--- src/rtl/fw_glue_regs.sv ---
module fw_glue_regs #(
  parameter int NCPU = 4,
  parameter int AW   = 16,
  localparam int CW  = (NCPU > 1) ? $clog2(NCPU) : 1
) (
  input  logic            clk,
  input  logic            rst,
  input  logic            bus_wr,
  input  logic            bus_rd,
  input  logic [AW-1:0]   bus_addr,
  input  logic [1:0]      bus_size,
  input  logic [31:0]     bus_wdata,
  input  logic [CW-1:0]   bus_cpu,
  output logic [31:0]     bus_rdata,
  input  logic [7:0]      cfg_cpus,
  output logic [NCPU-1:0] irq_line,
  output logic            halt_pulse,
  output logic [7:0]      exit_code,
  input  logic            rx_valid,
  input  logic [7:0]      rx_data,
  output logic            tx_valid,
  output logic [7:0]      tx_data
);
  localparam logic [5:0] O_HALT  = 6'h00;
  localparam logic [5:0] O_CPUID = 6'h04;
  localparam logic [5:0] O_IRQ   = 6'h08;
  localparam logic [5:0] O_COUNT = 6'h0C;
  localparam logic [5:0] O_RXD   = 6'h10;
  localparam logic [5:0] O_RXS   = 6'h14;
  localparam logic [5:0] O_TXD   = 6'h18;
  localparam logic [5:0] O_TXS   = 6'h1C;
  localparam logic [7:0] NCPU8   = 8'(NCPU);

  logic [5:0] off;
  logic [7:0] eff_cnt, line, rx_hold, tx_stat;
  logic       lvl, line_ok;
  logic [31:0] rd_val;

  assign off     = bus_addr[5:0];
  assign eff_cnt = (cfg_cpus == 8'd0) ? 8'd1 : cfg_cpus;
  assign line    = bus_wdata[7:0];
  assign lvl     = (bus_size != 2'd0) && (bus_wdata[15:8] != 8'd0);
  assign line_ok = (line < eff_cnt) && (line < NCPU8);

  always_ff @(posedge clk) begin
    if (rst) begin
      irq_line <= '0;
    end else if (bus_wr && off == O_IRQ && line_ok) begin
      irq_line[line[CW-1:0]] <= lvl;
    end
  end

  always_ff @(posedge clk) begin
    if (rst) begin
      halt_pulse <= 1'b0;
      exit_code  <= 8'd0;
      tx_valid   <= 1'b0;
      tx_data    <= 8'd0;
      tx_stat    <= 8'd1;
    end else begin
      halt_pulse <= bus_wr && off == O_HALT;
      tx_valid   <= bus_wr && off == O_TXD;
      if (bus_wr && off == O_HALT) exit_code <= bus_wdata[7:0];
      if (bus_wr && off == O_TXD) begin
        tx_data <= bus_wdata[7:0];
        tx_stat <= 8'd1;
      end
      if (bus_wr && off == O_TXS) tx_stat <= bus_wdata[7:0];
    end
  end

  always_ff @(posedge clk) begin
    if (rst) begin
      rx_hold <= 8'd0;
    end else if (bus_rd && off == O_RXS) begin
      rx_hold <= rx_valid ? rx_data : 8'd0;
    end else if (bus_wr && off == O_RXD) begin
      rx_hold <= bus_wdata[7:0];
    end
  end

  always_comb begin
    case (off)
      O_CPUID: rd_val = 32'(bus_cpu);
      O_COUNT: rd_val = {24'd0, eff_cnt};
      O_RXD:   rd_val = {24'd0, rx_hold};
      O_RXS:   rd_val = {31'd0, rx_valid};
      O_TXD:   rd_val = {24'd0, tx_data};
      O_TXS:   rd_val = {24'd0, tx_stat};
      default: rd_val = 32'd0;
    endcase
  end

  always_ff @(posedge clk) begin
    if (rst) bus_rdata <= 32'd0;
    else     bus_rdata <= bus_rd ? rd_val : 32'd0;
  end
endmodule

--- config.mk ---
export PLATFORM = sky130hd
export DESIGN_NAME = fw_glue_regs
export DESIGN_NICKNAME = d
export VERILOG_FILES = /design/src/rtl/fw_glue_regs.sv
export SDC_FILE = /design/constraint.sdc
export NUM_CORES = 1
export LEC_CHECK = 0
export BUFFER_PORTS_ARGS = -buffer_cell sky130_fd_sc_hd__clkbuf_2
export CORE_ASPECT_RATIO = 0.75
export CORE_MARGIN = 2
export CORE_UTILIZATION = 30
export DETAILED_ROUTE_END_ITERATION = 8
export PLACE_DENSITY = 0.6
export SLEW_MARGIN = 20
export SYNTH_ARGS = -nofsm -noshare
export SYNTH_HDL_FRONTEND = slang
export SYNTH_SLANG_ARGS = --single-unit
--- constraint.sdc ---
create_clock -name clk -period 3.5 [get_ports clk]
set_input_delay 0.175 -clock clk [delete_from_list [all_inputs] [get_ports clk]]
set_output_delay 0.175 -clock clk [all_outputs]
set_load 0.01 [all_outputs]
**After elaboration in Yosys (flattened, before gate mapping)**

Index checks and enable logic that the tools add are counted.

- Equal/unequal tests: 7
- Order comparisons: 4
- Bitwise gates (word level): 1
- Muxes and demuxes: 10
- Reduce and logical (&&, ||, !) cells: 17

Operator list:

| kind | count |
|---|---|
| $mux 8 | 6 |
| $pmux 8 s6 | 1 |
| $eq 6x5->1 const B | 4 |
| $eq 6x4->1 const B | 2 |
| $logic_and 1x1->1 | 10 |
| $logic_not 8->1 | 1 |
| $lt 8x3->1 const B | 1 |
| $lt 8x8->1 | 1 |
| $reduce_bool 8->1 | 1 |
| $eq 6x3->1 const B | 1 |
| $logic_not 6->1 | 1 |
| $reduce_bool 2->1 | 3 |
| $bwmux 4 | 1 |
| $lt 2x3->1 const B | 1 |
| $demux 1 s2 | 1 |
| $ge 2x1->1 const B | 1 |
| $reduce_or 2->1 | 1 |
| $mux 1 | 1 |
| $not 1->1 | 1 |

- Bits in registers: 70
- Bits of input ports: 73

**Depth between registers and ports, before layout**

- Depth in word-level cells: 5
- Gate-level depth with buffers: 7
- Mapped depth without buffers: 7

**Least setup slack after synthesis**

No wires, ideal clock.

- Path type: input port to flip-flop
- From: input port bus_addr[4]
- To: register tx_stat[5]
- Arrival: 1,653 ps
- Buffers on the path: 2
- Setup slack: 1,715 ps
- Setup time: 132 ps
- Required time: 3,368 ps
- Cell stages on the path: 7
- Cell sequence: buf_4 -> or4b_4 -> nor3b_4 -> nand2_1 -> buf_2 -> nand3_1 -> a21oi_1

- Cells in the longest elaborated chain, start to end: 3
- Elaborated cells between the ends (all ways): 6
- Classes of those cells: eq/ne (2); mux (1); reduce/logical (3)

Ends and longest elaborated chain:

| what | RTL line | source |
|---|---|---|
| start: declaration | 10 | `input logic [AW-1:0] bus_addr,` |
| $eq 6x5->1 (on tied branches) | 68, 64 |  |
| $logic_and 1x1->1 (on tied branches) | 68, 64 |  |
| $mux 8 / $reduce_bool 2->1 (equally long branches) | -- |  |
| end signal: assignment | 68 | `if (bus_wr && off == O_TXS) tx_stat <= bus_wdata[7:0];` |
| end: declaration | 35 | `logic [7:0] eff_cnt, line, rx_hold, tx_stat;` |

Several ways; a longest one is shown, not always the timed one.
A chain may end at the register's enable or synchronous reset.

**Worst setup path after layout**

- From: input port bus_addr[1]
- To: register bus_rdata[7]

- Cells in the longest elaborated chain, start to end: 2
- Elaborated cells between the ends (all ways): 7
- Classes of those cells: eq/ne (6); mux (1)

Ends and longest elaborated chain:

| what | RTL line | source |
|---|---|---|
| $eq 6x5->1, or another cell as far along | 83 | `case (off)` |
| $pmux 8 s6 (*) | 83 |  |
| end signal: assignment | 96 | `else bus_rdata <= bus_rd ? rd_val : 32'd0;` |
| end: declaration | 14 | `output logic [31:0] bus_rdata,` |

Every way passes the cells marked *; elsewhere a longest branch is shown, timed or not.

==> impl_results.md <==
- First-pass GRT wire length: 10.7 mm
- Cts repair resizes: 0
- Sink Count: 46
- Actual slew at the worst max-slew pin: 0.978 ns
- Leakage: 1.18 nW
- Drt pass-1 iters: 4
- Final worst path period need: 2.01 ns
- Synth warn: 0
- WHS Path Cells: 3
- F_max: 497 MHz
- Sequential Area: a little over 900 um2
- PD cells: 392 nW/um2
- WP data arrival: 2.23 ns
- Seq/Total Area, Yosys: 38.7%
- Initial antenna violation count: 0
- FFs w/ async S/R, synth: 0%
- Placed Instances: 446
- Cell variety after synth: 44
- Final core occ: 36.9%
- Starting Density: 30.6%
- Total global routing overflow: 0
- Root Driver: clkbuf_8
- DRC viols: 0
- Chip height: 81.1 um
- Iter 0 DRT Violations: about 200
- Share of layout cells above drive strength 1: 26.4%
- Antenna cells: 0
- Post-Place Worst Slack: 1.24 ns
- I/O Buffers: 76
- Status: finished, final reports clean
- Worst-path clk slew: 0.09 ns
- Seq cells post-synth: 46
- Placed inst area: 2730 um2
- CP Capture Type: register
- GR Util met3: ~3.8%
- Area grow syn2layout: 20.6%
- Max H-tree Level: 2
- Max FO, Critical Path: 7
- Post-CTS setup buffer count: 0
- Multi-input logic area: 1270 um2
- ANT nets after route: 0
- Total Routed Length: 6.86 mm
- Synth Flop Type: dfxtp_1
- Drt wl/cell: 15.1 um
- Met1 Use GR: 22.7%
- Final std cells w/o fill: about 450
- TritonCTS clock tree: built
- Die Area: between 8000 and 9000 um2
- Length in cells of the worst reg-to-reg path: 4
- CP Launch Type: input pin
- Clock skew: 0.00528 ns
- Worst-Skew Late Latency: approximately 0.30 ns
- Slew Limit Fails: 0
- Number of synthesized flops with an enable pin: 0
- Setup total negative slack: 0 ns
- Setup violators final: 0
- HPWL after detailed placement: roughly 5.2 mm
- Setup ws final: roughly 1.5 ns
- Die width: 107 um
- Final hold vios: 0
- Clock Path Buffers: 2
- Syn Inst Count: 280
- GPL Wtd Cong: 0.773
- GRT Util Overall: 16.0%
- Syn_area_per_cell: 8.49 um2
- Post-CTS Hold Fix Bufs: 0
- Gr busiest metal: met2
- Relative slew slack: 34.7%
- Core region area: about 8000 um2
- Worst EP required: 3.72 ns
- Max VDD drop: 0.000157 V
- Kind of critical path: in2reg
- Max-cap violations: 0
- Final Cycle Share: 57.5%
- Nets: 428
- Pin count of the biggest net entering global routing: 35
- RSZ-0062 raised after global routing: no
- Layout fillers: a little over 800
- Cts bufs inserted: 5
- I/O pins: 127
- Vias: 2205
- Vias in the first global route: 2119
- Fin area: 2870 um2
- Vias/cell: 4.86
- Row cnt: 28
- HP Class: in2reg
- M2 GR Usage: 24.5%
- Post-Syn Area: between 2000 and 2500 um2
-- per-stage QoR --
stage	power, mW	hold slack, ns
after global routing	1.16	0.116
after floorplan	0.617	0.311
after global placement	0.646	0.439
after detailed placement	0.649	0.446
final	1.12	0.122
after CTS	1.13	0.116
-- worst max-delay path, cell delays in order --
cell and delay, ns:
clkbuf_2 0.09, nor3_1 0.60, nor3b_1 0.87, a222oi_1 0.27, a21oi_1 0.23
-- layout make-up --
cell class | count | share of cell area (%)
timing repair buffer | 76 | 13.3
tap | 105 | 4.58
sequential | 46 | 32.1
clock buffer | 5 | 2.40
multi-input combinational | 211 | 44.2
inverter | 8 | 1.05
clock inverter | 3 | 2.40
-- routing by layer --
layer	share of wire, %	up-vias
met5	0	-
met2	43	95
li1	-	1090
met1	48	1016
met4	0.55	0
met3	8.3	4
-- cell usage in the layout (no fill, tap or decap), drive strengths merged, types with 2 or more instances in the layout --
master / n
a21oi: 25
mux2i: 14
a32oi: 2
bufinv: 2
nand2: 41
conb: 24
nor4b: 2
nor2b: 3
nor2: 22
nor3b: 2
dfxtp: 46
clkbuf: 81
a222oi: 6
nor4: 2
ha: 7
nor3: 5
a311oi: 8
and4: 2
or4: 3
inv: 8
nand2b: 7
o21ai: 2
and2: 2
nand3: 17
-- sequential cells by signal (all words and copies together) (netlist names) --
| register | cells |
|---|---|
| bus_rdata | 8 |
| exit_code | 8 |
| halt_pulse | 1 |
| irq_line | 4 |
| rx_hold | 8 |
| tx_data | 8 |
| tx_stat | 8 |
| tx_valid | 1 |
-- worst paths after layout --
path | start | to | slack, ns
hold reg to reg | irq_line[2]$_SDFFE_PP0P_ | irq_line[2]$_SDFFE_PP0P_ | 0.46
setup reg to reg | tx_stat[0]$_SDFFE_PP1P_ | bus_rdata[0]$_SDFF_PP0_ | 2.25
setup / recovery | bus_addr[1] | bus_rdata[7]$_SDFF_PP0_ | 1.49
hold / removal | rx_data[6] | rx_hold[6]$_SDFFE_PP0P_ | 0.12
-- cell families (layout without fill, tap and decap cells) --
kind of cell               Yosys count  after routing  synth area share, %
AOI/OAI and AO/OA                   54             54                 15.8
and+or+nand+nor                    111            111                 23.6
DFF                                 46             46                 38.7
other                                1             24                0.158
adders and majority gates            7              7                 3.68
muxes                               15             15                 6.37
buffers and inverters               46             92                 11.6
-- cell usage after synthesis (2+ instances only) --
cell | count | area, um2
nor3_1 | 4 | 20.0
o21ai_0 | 2 | 10.0
or4_1 | 3 | 22.5
and2_1 | 2 | 12.5
nor2b_1 | 3 | 18.8
a311oi_1 | 8 | 70.1
a21oi_1 | 25 | 125
dfxtp_1 | 46 | 921
nand3_1 | 17 | 85.1
nor2_1 | 20 | 75.1
a32oi_1 | 2 | 17.5
nor2_2 | 2 | 12.5
nand2_1 | 41 | 154
buf_4 | 26 | 195
inv_1 | 8 | 30.0
clkbuf_1 | 8 | 30.0
a222oi_1 | 6 | 60.1
nor4_1 | 2 | 12.5
ha_1 | 7 | 87.6
nand2b_1 | 7 | 43.8
buf_2 | 4 | 20.0
mux2i_1 | 14 | 140
and4_1 | 2 | 17.5
-- power breakdown --
part           internal [mW]  switching [mW]
Combinational         0.0391          0.0720
Sequential             0.525         0.00133
Clock                  0.286           0.199
(Power assumes the default switching activity.)
